--- config.mk ---
export PLATFORM = sky130hd
export DESIGN_NAME = rx_len_guard
export DESIGN_NICKNAME = d
export VERILOG_FILES = /design/src/rtl/rx_len_guard.sv
export SDC_FILE = /design/constraint.sdc
export NUM_CORES = 1
export LEC_CHECK = 0
export BUFFER_PORTS_ARGS = -buffer_cell sky130_fd_sc_hd__buf_2
export CAP_MARGIN = 20
export CORE_UTILIZATION = 50
export CTS_CLUSTER_DIAMETER = 60
export DETAILED_ROUTE_END_ITERATION = 8
export PLACE_DENSITY = 0.72
export SETUP_SLACK_MARGIN = 0.2
export SKIP_LAST_GASP = 1
export SYNTH_ARGS = -nofsm -noshare
export SYNTH_HDL_FRONTEND = slang
export SYNTH_SLANG_ARGS = --single-unit
--- constraint.sdc ---
create_clock -name clk -period 6.1 [get_ports clk]
set_input_delay 1.22 -clock clk [delete_from_list [all_inputs] [get_ports clk]]
set_output_delay 1.22 -clock clk [all_outputs]
set_load 0.02 [all_outputs]
--- src/rtl/rx_len_guard.sv ---
module rx_len_guard #(
  parameter int FIELD_W  = 11,
  parameter int BLK_LOG2 = 5
) (
  input  logic               clk,
  input  logic               rst_n,
  input  logic               byte_stb,
  input  logic               sof,
  input  logic               eof,
  input  logic               chk_en,
  input  logic [FIELD_W-1:0] max_blocks,
  output logic               discard,
  output logic               irq,
  output logic               abort_ind
);
  localparam int CNT_W = FIELD_W + BLK_LOG2 + 1;

  logic [CNT_W-1:0] cnt_q, lim_q, blk_ext, lim_new, lim_eff, cnt_eff, cnt_nxt;
  logic en_q, viol_q, in_frm_q;
  logic en_eff, live, viol_live, hit;

  assign blk_ext   = {{(CNT_W-FIELD_W){1'b0}}, max_blocks};
  assign lim_new   = (blk_ext + 1'b1) << BLK_LOG2;
  assign en_eff    = sof ? chk_en  : en_q;
  assign lim_eff   = sof ? lim_new : lim_q;
  assign cnt_eff   = sof ? '0      : cnt_q;
  assign live      = sof | in_frm_q;
  assign viol_live = viol_q & ~sof;
  assign hit       = byte_stb & live & en_eff & ~viol_live & (cnt_eff == lim_eff);
  assign discard   = hit | viol_live;
  assign cnt_nxt   = (byte_stb && cnt_eff != '1) ? cnt_eff + 1'b1 : cnt_eff;

  always_ff @(posedge clk or negedge rst_n) begin
    if (!rst_n) begin
      cnt_q     <= '0;
      lim_q     <= '0;
      en_q      <= 1'b0;
      viol_q    <= 1'b0;
      in_frm_q  <= 1'b0;
      irq       <= 1'b0;
      abort_ind <= 1'b0;
    end else begin
      if (sof) begin
        en_q  <= chk_en;
        lim_q <= lim_new;
      end
      cnt_q     <= cnt_nxt;
      in_frm_q  <= sof | (in_frm_q & ~eof);
      viol_q    <= ~eof & discard;
      irq       <= hit;
      abort_ind <= eof & discard;
    end
  end

  AST_IRQ_SINGLE: assert property (@(posedge clk) disable iff (!rst_n)
    irq |=> !irq);
  AST_IRQ_FROM_BYTE: assert property (@(posedge clk) disable iff (!rst_n)
    irq |-> $past(byte_stb));
  AST_DISCARD_HOLDS: assert property (@(posedge clk) disable iff (!rst_n)
    (discard && !eof && !sof) |=> (discard || sof));
  AST_ABORT_AFTER_EOF: assert property (@(posedge clk) disable iff (!rst_n)
    abort_ind |-> $past(eof));
  AST_QUIET_WHEN_OFF: assert property (@(posedge clk) disable iff (!rst_n)
    (!en_q && !sof) |-> !discard);
  AST_NO_WRAP: assert property (@(posedge clk) disable iff (!rst_n)
    (cnt_q != '0 && !sof) |=> cnt_q != '0);
endmodule

==> results of run 1 <==
-- how the worst min path moves through the flow --
| stage | start | to | cells past startpoint | slack [ns] |
|---|---|---|---|---|
| after global placement | in_frm_q | in_frm_q | 1 | 0.48 |
| after global routing | in_frm_q | in_frm_q | 1 | 0.53 |
| final | in_frm_q | in_frm_q | 1 | 0.50 |
| after floorplan | in_frm_q | in_frm_q | 1 | 0.45 |
| after CTS | in_frm_q | in_frm_q | 1 | 0.51 |
| after detailed placement | in_frm_q | in_frm_q | 1 | 0.49 |
-- stage by stage --
stage	worst slack, ns	cell area, um^2	cells
final	1.44	2470	310
after global routing	1.19	2470	310
after CTS	1.48	2470	310
after detailed placement	1.47	2350	302
after global placement	1.56	2350	302
after floorplan	1.68	2240	243
-- cell families (layout without fill, tap and decap cells) --
| logic type | Yosys count | after routing |
|---|---|---|
| fa+ha+maj | 3 | 3 |
| mux | 5 | 5 |
| compound gates | 42 | 42 |
| simple gates | 100 | 100 |
| xor+xnor | 27 | 27 |
| buf+inv | 27 | 44 |
| flops | 39 | 39 |
-- metal layers --
layer | vias up | wire, um | global-route usage (%)
met1 | 845 | 2330 | 31.3
met5 | - | 0 | 0
met3 | 5 | 263 | 4.61
li1 | 886 | - | -
met2 | 49 | 2250 | 34.3
met4 | 0 | 51 | 8.42
-- sequential cells by signal, summed over array words and instances (netlist names) --
| signal | count |
|---|---|
| abort_ind | 1 |
| cnt_q | 17 |
| en_q | 1 |
| in_frm_q | 1 |
| irq | 1 |
| lim_q | 17 |
| viol_q | 1 |
-- layout make-up --
type                            count  area [um^2]  share of cell area [%]
Inverter                           17         63.8                    2.58
Clock inverter                      2         35.0                    1.42
Multi-Input combinational cell    177         1160                    46.8
Tap cell                           50         62.6                    2.53
Clock buffer                        6         82.6                    3.34
Sequential cell                    39          976                    39.5
Timing Repair Buffer               19         95.1                    3.85
-- synthesized netlist by cell type (3+ instances only) --
library cell | number | area, um^2
mux2i_1 | 3 | 30.0
o211ai_1 | 3 | 22.5
nor3_1 | 6 | 30.0
buf_2 | 3 | 15.0
buf_1 | 4 | 15.0
or3_1 | 3 | 18.8
xnor2_1 | 21 | 184
o21ai_0 | 5 | 25.0
nand3_1 | 10 | 50.1
nand4_1 | 4 | 25.0
ha_1 | 3 | 37.5
nor4_1 | 4 | 25.0
a21oi_1 | 10 | 50.1
xor2_1 | 6 | 52.6
nor2_1 | 25 | 93.8
inv_1 | 16 | 60.1
or4_1 | 5 | 37.5
nand2_1 | 15 | 56.3
nand2b_1 | 5 | 31.3
a221oi_1 | 3 | 26.3
o221ai_1 | 3 | 26.3
o32ai_1 | 3 | 26.3
nor2b_1 | 13 | 81.3
and2_1 | 3 | 18.8
dfrtp_1 | 39 | 976
clkbuf_1 | 3 | 11.3
-- where the power goes --
part	total (mW)	switching [mW]	internal [mW]
clock network	0.222	0.0893	0.132
registers	0.278	0.00866	0.269
logic	0.0634	0.0395	0.0239
==> flow_summary.html, run 1 <==
<table>
<tr><th>Metric</th><th>Value</th></tr>
<tr><th colspan="2">Worst setup path</th></tr>
<tr><td>Type of the worst setup path</td><td>input pin to primary output</td></tr>
<tr><td>Worst path arrival time</td><td>3.44 ns</td></tr>
<tr><td>Largest delay contributor family on the critical path</td><td>compound AO/OA/AOI/OAI gates</td></tr>
<tr><td>Number of cells on the critical path</td><td>7</td></tr>
<tr><td>Kind of end point of the critical path</td><td>primary output</td></tr>
<tr><td>Cell type of the slowest stage on the worst timing path</td><td>buf_2</td></tr>
<tr><td>CP most frequent cell</td><td>buf_2</td></tr>
<tr><td>Ordered cell list for the critical path</td><td>buf_2 &gt; nand2b_1 &gt; o21ai_0 &gt; a221oi_1 &gt; o221ai_1 &gt; o41ai_1 &gt; buf_2</td></tr>
<tr><td>CP Data Required Time</td><td>4.88 ns</td></tr>
<tr><td>Worst Reg2Reg Path Length in Cells</td><td>9</td></tr>
<tr><td>R2r setup slk</td><td>3.46 ns</td></tr>
<tr><td>Worst reg2reg endpoint</td><td>cnt_q[9]</td></tr>
<tr><td>Startpoint of the worst-slack reg-to-reg timing path</td><td>cnt_q[2]</td></tr>
<tr><td>Largest fanout on the critical path</td><td>56</td></tr>
<tr><td>Buffers and inverters on the worst path</td><td>2</td></tr>
<tr><td>Kind of start point of the critical path</td><td>input pin</td></tr>
<tr><td>Slowest stage delay, CP</td><td>0.69 ns</td></tr>
<tr><td>Crit path capture</td><td>discard</td></tr>
<tr><td>Worst setup path startpoint</td><td>sof</td></tr>
<tr><th colspan="2">Global routing</th></tr>
<tr><td>Largest net degree at the start of global routing</td><td>57</td></tr>
<tr><td>Antenna violations before repair</td><td>0</td></tr>
<tr><td>Overall fraction of global-route tracks in use</td><td>22.5%</td></tr>
<tr><td>Number of global-route vias before repair</td><td>1643</td></tr>
<tr><td>GRT Residual Overflow</td><td>0</td></tr>
<tr><td>Wire length of the first global-routing pass</td><td>7580 um</td></tr>
<tr><th colspan="2">Layout</th></tr>
<tr><td>Commonest cells after routing, fill and taps aside</td><td>dfrtp_1, nor2_1, xnor2_1</td></tr>
<tr><td>Filler Cells Inserted</td><td>368</td></tr>
<tr><td>Area growth, synth to finish</td><td>10.5%</td></tr>
<tr><td>Antenna fix cells</td><td>0</td></tr>
<tr><td>Most common cell after layout, fill and taps aside</td><td>dfrtp_1</td></tr>
<tr><td># nets final</td><td>279</td></tr>
<tr><td>Final core utilization</td><td>59.6%</td></tr>
<tr><td>Fraction of final layout cells with drive strength greater than 1</td><td>12.3%</td></tr>
<tr><th colspan="2">Clock tree</th></tr>
<tr><td>Cts bufs inserted</td><td>5</td></tr>
<tr><td>Post-CTS resize count</td><td>0</td></tr>
<tr><td>Clock slew at reported path FFs</td><td>0.08 ns</td></tr>
<tr><td>TritonCTS clock tree</td><td>built</td></tr>
<tr><td>Cell chosen for the clock root</td><td>clkbuf_8</td></tr>
<tr><td>Hold-fix buffers at CTS</td><td>0</td></tr>
<tr><td>Clock insertion delay at the later pin of the skew report</td><td>0.29 ns</td></tr>
<tr><td>Number of buffers inserted to repair setup after CTS</td><td>0</td></tr>
<tr><td>Maximum number of buffers from clock root to sink</td><td>2</td></tr>
<tr><td>CTS HTree Levels</td><td>2</td></tr>
<tr><td>Clock net sink count</td><td>39</td></tr>
<tr><th colspan="2">Flow run</th></tr>
<tr><td>Number of max-capacitance violations reported</td><td>0</td></tr>
<tr><th colspan="2">STA</th></tr>
<tr><td>Post-route clock period utilization</td><td>76.3%</td></tr>
<tr><td>Final clock skew</td><td>0.00846 ns</td></tr>
<tr><td>Max Slew Vio Count</td><td>0</td></tr>
<tr><td>Upper clock frequency limit</td><td>0.215 GHz</td></tr>
<tr><td>Fin crit period</td><td>4.66 ns</td></tr>
<tr><td>Accumulated negative setup slack</td><td>0 ns</td></tr>
<tr><td>Unrepaired setup endpoints after global routing</td><td>false</td></tr>
<tr><td>Final hold vios</td><td>0</td></tr>
<tr><td>Count of final setup violators</td><td>0</td></tr>
<tr><td>Relative slew margins</td><td>38.4%</td></tr>
<tr><td>Final hold slack</td><td>0.500 ns</td></tr>
<tr><td>Transition time at the pin with the least slew margin</td><td>0.925 ns</td></tr>
<tr><th colspan="2">Placed design</th></tr>
<tr><td>Routability Congestion</td><td>0.909</td></tr>
<tr><td>PortBufs</td><td>19</td></tr>
<tr><td>Half-perimeter wire length after detailed placement</td><td>3610 um</td></tr>
<tr><th colspan="2">Routing</th></tr>
<tr><td>First-pass iteration count of the detailed router</td><td>4</td></tr>
<tr><td>Number of design-rule violations left by the first detailed-router iteration</td><td>177</td></tr>
<tr><td>Routed vias</td><td>1785</td></tr>
<tr><td>Via-to-Cell Ratio</td><td>5.76</td></tr>
<tr><td>Remaining design rule violation count</td><td>0</td></tr>
<tr><td>Detailed Route WL</td><td>4890 um</td></tr>
<tr><td>Routed len/inst</td><td>15.8 um</td></tr>
<tr><td>Final antenna-violating net count</td><td>0</td></tr>
<tr><th colspan="2">Floorplan</th></tr>
<tr><td>Count of standard-cell rows</td><td>23</td></tr>
<tr><td>Starting density of the core</td><td>54.0%</td></tr>
<tr><td>Core footprint</td><td>4140 um^2</td></tr>
<tr><td>Die Span X</td><td>68.9 um</td></tr>
<tr><td>Top-level I/O count</td><td>20</td></tr>
<tr><td>Height of the die</td><td>68.9 um</td></tr>
<tr><td>Die footprint</td><td>4750 um^2</td></tr>
<tr><th colspan="2">Synthesis</th></tr>
<tr><td>Synthesized instance count</td><td>243</td></tr>
<tr><td>Async set-or-reset flop fraction in the synthesized netlist</td><td>100%</td></tr>
<tr><td>Adder-cell share of the synthesized area</td><td>1.68%</td></tr>
<tr><td>Post-synthesis instance area</td><td>2240 um^2</td></tr>
<tr><td>Count of flip-flops with a built-in enable after synthesis</td><td>0</td></tr>
<tr><td>Post-Synthesis Net Count</td><td>263</td></tr>
<tr><td>Most used flip-flop cell after synthesis</td><td>dfrtp_1</td></tr>
<tr><td>Main combinational cell family by area after synthesis</td><td>simple AND/OR/NAND/NOR gates</td></tr>
<tr><td>Fraction of the yosys area taken by sequential cells</td><td>43.6%</td></tr>
<tr><td>Number of synthesis warnings</td><td>0</td></tr>
<tr><td>XOR/XNOR Fraction of Synth Area</td><td>10.6%</td></tr>
<tr><td>Count of state elements after synthesis</td><td>39</td></tr>
<tr><td>Multiplexer area fraction after synthesis</td><td>2.35%</td></tr>
<tr><td>Post-synthesis area per instance</td><td>9.21 um^2</td></tr>
<tr><td>Count of unique library cells instantiated by Yosys</td><td>46</td></tr>
<tr><td>Fraction of the mapped netlist area in simple logic gates</td><td>23.9%</td></tr>
<tr><td>Compound-gate portion of the synthesized area</td><td>13.2%</td></tr>
<tr><th colspan="2">Status</th></tr>
<tr><td>Result of the run</td><td>completed</td></tr>
<tr><th colspan="2">Power</th></tr>
<tr><td>Leakage Power</td><td>1.01 nW</td></tr>
<tr><td>Peak supply drop</td><td>188 uV</td></tr>
<tr><td>Overall power after layout</td><td>0.563 mW</td></tr>
<tr><td>Ratio of total power to cell area</td><td>228 nW/um^2</td></tr>
<tr><th colspan="2">Worst hold path</th></tr>
<tr><td>Worst min path class</td><td>register to register</td></tr>
</table>
Note: power is estimated with default switching activity, not from simulation.
==> run 2, diff against run 1 <==
PLACE_DENSITY = 0.75   (was 0.72)
clock period = 4 ns   (was 6.1 ns; I/O delays follow)
==> flow_summary.html, run 2 (same netlist as run 1, synthesis figures left out) <==
<table>
<tr><th>Metric</th><th>Value</th></tr>
<tr><th colspan="2">Clock tree</th></tr>
<tr><td>Cts bufs inserted</td><td>5</td></tr>
<tr><td>Number of buffers inserted to repair setup after CTS</td><td>0</td></tr>
<tr><td>Clock insertion delay at the later pin of the skew report</td><td>0.29 ns</td></tr>
<tr><td>TritonCTS clock tree</td><td>built</td></tr>
<tr><td>Hold-fix buffers at CTS</td><td>0</td></tr>
<tr><td>Maximum number of buffers from clock root to sink</td><td>2</td></tr>
<tr><td>Post-CTS resize count</td><td>0</td></tr>
<tr><td>Cell chosen for the clock root</td><td>clkbuf_8</td></tr>
<tr><td>Clock slew at reported path FFs</td><td>0.07 ns</td></tr>
<tr><td>Clock net sink count</td><td>39</td></tr>
<tr><td>CTS HTree Levels</td><td>2</td></tr>
<tr><th colspan="2">Layout</th></tr>
<tr><td>Filler Cells Inserted</td><td>375</td></tr>
<tr><td>Largest regs</td><td>cnt_q (17), lim_q (17)</td></tr>
<tr><td>Fraction of final layout cells with drive strength greater than 1</td><td>13.4%</td></tr>
<tr><td>Antenna fix cells</td><td>0</td></tr>
<tr><td>Seq. cell area</td><td>976 um^2</td></tr>
<tr><td>Cell area after layout</td><td>2490 um^2</td></tr>
<tr><td>Multi-input combinational cell area</td><td>1160 um^2</td></tr>
<tr><td># nets final</td><td>281</td></tr>
<tr><td>Commonest cells after routing, fill and taps aside</td><td>dfrtp_1, nor2_1, xnor2_1</td></tr>
<tr><td>Area growth, synth to finish</td><td>11.5%</td></tr>
<tr><td>Final core utilization</td><td>60.2%</td></tr>
<tr><td>Most common cell after layout, fill and taps aside</td><td>dfrtp_1</td></tr>
<tr><th colspan="2">STA</th></tr>
<tr><td>Count of final setup violators</td><td>0</td></tr>
<tr><td>Max Slew Vio Count</td><td>0</td></tr>
<tr><td>Upper clock frequency limit</td><td>0.286 GHz</td></tr>
<tr><td>Final clock skew</td><td>0.00723 ns</td></tr>
<tr><td>Transition time at the pin with the least slew margin</td><td>0.829 ns</td></tr>
<tr><td>Accumulated negative setup slack</td><td>0 ns</td></tr>
<tr><td>Post-route clock period utilization</td><td>87.6%</td></tr>
<tr><td>Unrepaired setup endpoints after global routing</td><td>false</td></tr>
<tr><td>Final hold vios</td><td>0</td></tr>
<tr><td>Fin crit period</td><td>3.50 ns</td></tr>
<tr><td>Relative slew margins</td><td>44.7%</td></tr>
<tr><th colspan="2">Floorplan</th></tr>
<tr><td>Die Span X</td><td>68.9 um</td></tr>
<tr><td>Count of standard-cell rows</td><td>23</td></tr>
<tr><td>Starting density of the core</td><td>54.0%</td></tr>
<tr><td>Core footprint</td><td>4140 um^2</td></tr>
<tr><td>Top-level I/O count</td><td>20</td></tr>
<tr><td>Die footprint</td><td>4750 um^2</td></tr>
<tr><td>Height of the die</td><td>68.9 um</td></tr>
<tr><th colspan="2">Global routing</th></tr>
<tr><td>Wire length of the first global-routing pass</td><td>7720 um</td></tr>
<tr><td>Largest net degree at the start of global routing</td><td>40</td></tr>
<tr><td>Antenna violations before repair</td><td>0</td></tr>
<tr><td>Number of global-route vias before repair</td><td>1674</td></tr>
<tr><td>GRT Residual Overflow</td><td>0</td></tr>
<tr><td>Overall fraction of global-route tracks in use</td><td>22.8%</td></tr>
<tr><th colspan="2">Placed design</th></tr>
<tr><td>Half-perimeter wire length after detailed placement</td><td>3490 um</td></tr>
<tr><td>Routability Congestion</td><td>0.974</td></tr>
<tr><td>PortBufs</td><td>19</td></tr>
<tr><td>Total cell area at the placement stage</td><td>2370 um^2</td></tr>
<tr><th colspan="2">Routing</th></tr>
<tr><td>Final antenna-violating net count</td><td>0</td></tr>
<tr><td>Routed len/inst</td><td>15.1 um</td></tr>
<tr><td>Via-to-Cell Ratio</td><td>5.78</td></tr>
<tr><td>Routed vias</td><td>1803</td></tr>
<tr><td>Number of design-rule violations left by the first detailed-router iteration</td><td>140</td></tr>
<tr><td>First-pass iteration count of the detailed router</td><td>4</td></tr>
<tr><td>Remaining design rule violation count</td><td>0</td></tr>
<tr><td>Detailed Route WL</td><td>4700 um</td></tr>
<tr><th colspan="2">Power</th></tr>
<tr><td>Peak supply drop</td><td>282 uV</td></tr>
<tr><td>Leakage Power</td><td>1.02 nW</td></tr>
<tr><td>Ratio of total power to cell area</td><td>343 nW/um^2</td></tr>
<tr><th colspan="2">Worst setup path</th></tr>
<tr><td>Largest delay contributor family on the critical path</td><td>simple AND/OR/NAND/NOR gates</td></tr>
<tr><td>Kind of start point of the critical path</td><td>input pin</td></tr>
<tr><td>Worst path arrival time</td><td>2.70 ns</td></tr>
<tr><td>Slowest stage delay, CP</td><td>0.41 ns</td></tr>
<tr><td>CP most frequent cell</td><td>buf_2</td></tr>
<tr><td>Kind of end point of the critical path</td><td>primary output</td></tr>
<tr><td>Largest fanout on the critical path</td><td>6</td></tr>
<tr><td>Ordered cell list for the critical path</td><td>buf_2 &gt; ha_1 &gt; nand2_1 &gt; or3_1 &gt; a221oi_2 &gt; nor2_1 &gt; o41ai_1 &gt; buf_2</td></tr>
<tr><td>CP Data Required Time</td><td>3.20 ns</td></tr>
<tr><td>Cell type of the slowest stage on the worst timing path</td><td>or3_1</td></tr>
<tr><td>Buffers and inverters on the worst path</td><td>2</td></tr>
<tr><td>Type of the worst setup path</td><td>input pin to primary output</td></tr>
<tr><th colspan="2">Status</th></tr>
<tr><td>Result of the run</td><td>completed</td></tr>
<tr><th colspan="2">Flow run</th></tr>
<tr><td>Number of max-capacitance violations reported</td><td>0</td></tr>
<tr><th colspan="2">Worst hold path</th></tr>
<tr><td>Worst min path class</td><td>register to register</td></tr>
</table>
run 2: final cells by class:
cell class	instances	area share, %
Multi-Input combinational cell	177	46.6
Clock inverter	2	1.40
Clock buffer	6	3.31
Tap cell	50	2.51
Sequential cell	39	39.1
Inverter	17	2.56
Timing Repair Buffer	21	4.51
run 2: per-layer routing:
metal	global-route usage, %	wire length (um)	up-vias
li1	-	-	894
met4	7.40	31	0
met1	31.2	2270	872
met3	5.59	177	4
met5	0	0	-
met2	35.2	2220	33
run 2: path summary, 6_finish.rpt:
| path | start | to | slack (ns) | cells after the start |
|---|---|---|---|---|
| worst max-delay path | max_blocks[0] | discard | 0.50 | 8 |
| worst min-delay path | in_frm_q | in_frm_q | 0.49 | 1 |
| worst max register to register | cnt_q[2] | cnt_q[9] | 1.47 | 9 |
| worst min register to register | in_frm_q | in_frm_q | 0.49 | 1 |
| max in group asynchronous | rst_n | lim_q[10] | 2.87 | 1 |
| min in group asynchronous | rst_n | cnt_q[1] | 0.60 | 1 |
run 2: report_power, final:
part | internal (mW) | switching [mW] | total [mW]
clock network | 0.202 | 0.133 | 0.335
logic | 0.0377 | 0.0599 | 0.0975
registers | 0.411 | 0.0129 | 0.423
total | 0.650 | 0.206 | 0.856
run 2: per-stage QoR:
step / hold slack [ns] / total power, mW / setup WS (ns) / cells
after CTS: 0.497 / 0.862 / 0.415 / 312
final: 0.492 / 0.856 / 0.497 / 312
after detailed placement: 0.480 / 0.527 / 0.415 / 304
after global routing: 0.523 / 0.893 / 0.276 / 312
after floorplan: 0.450 / 0.489 / 0.425 / 243
after global placement: 0.469 / 0.526 / 0.415 / 304
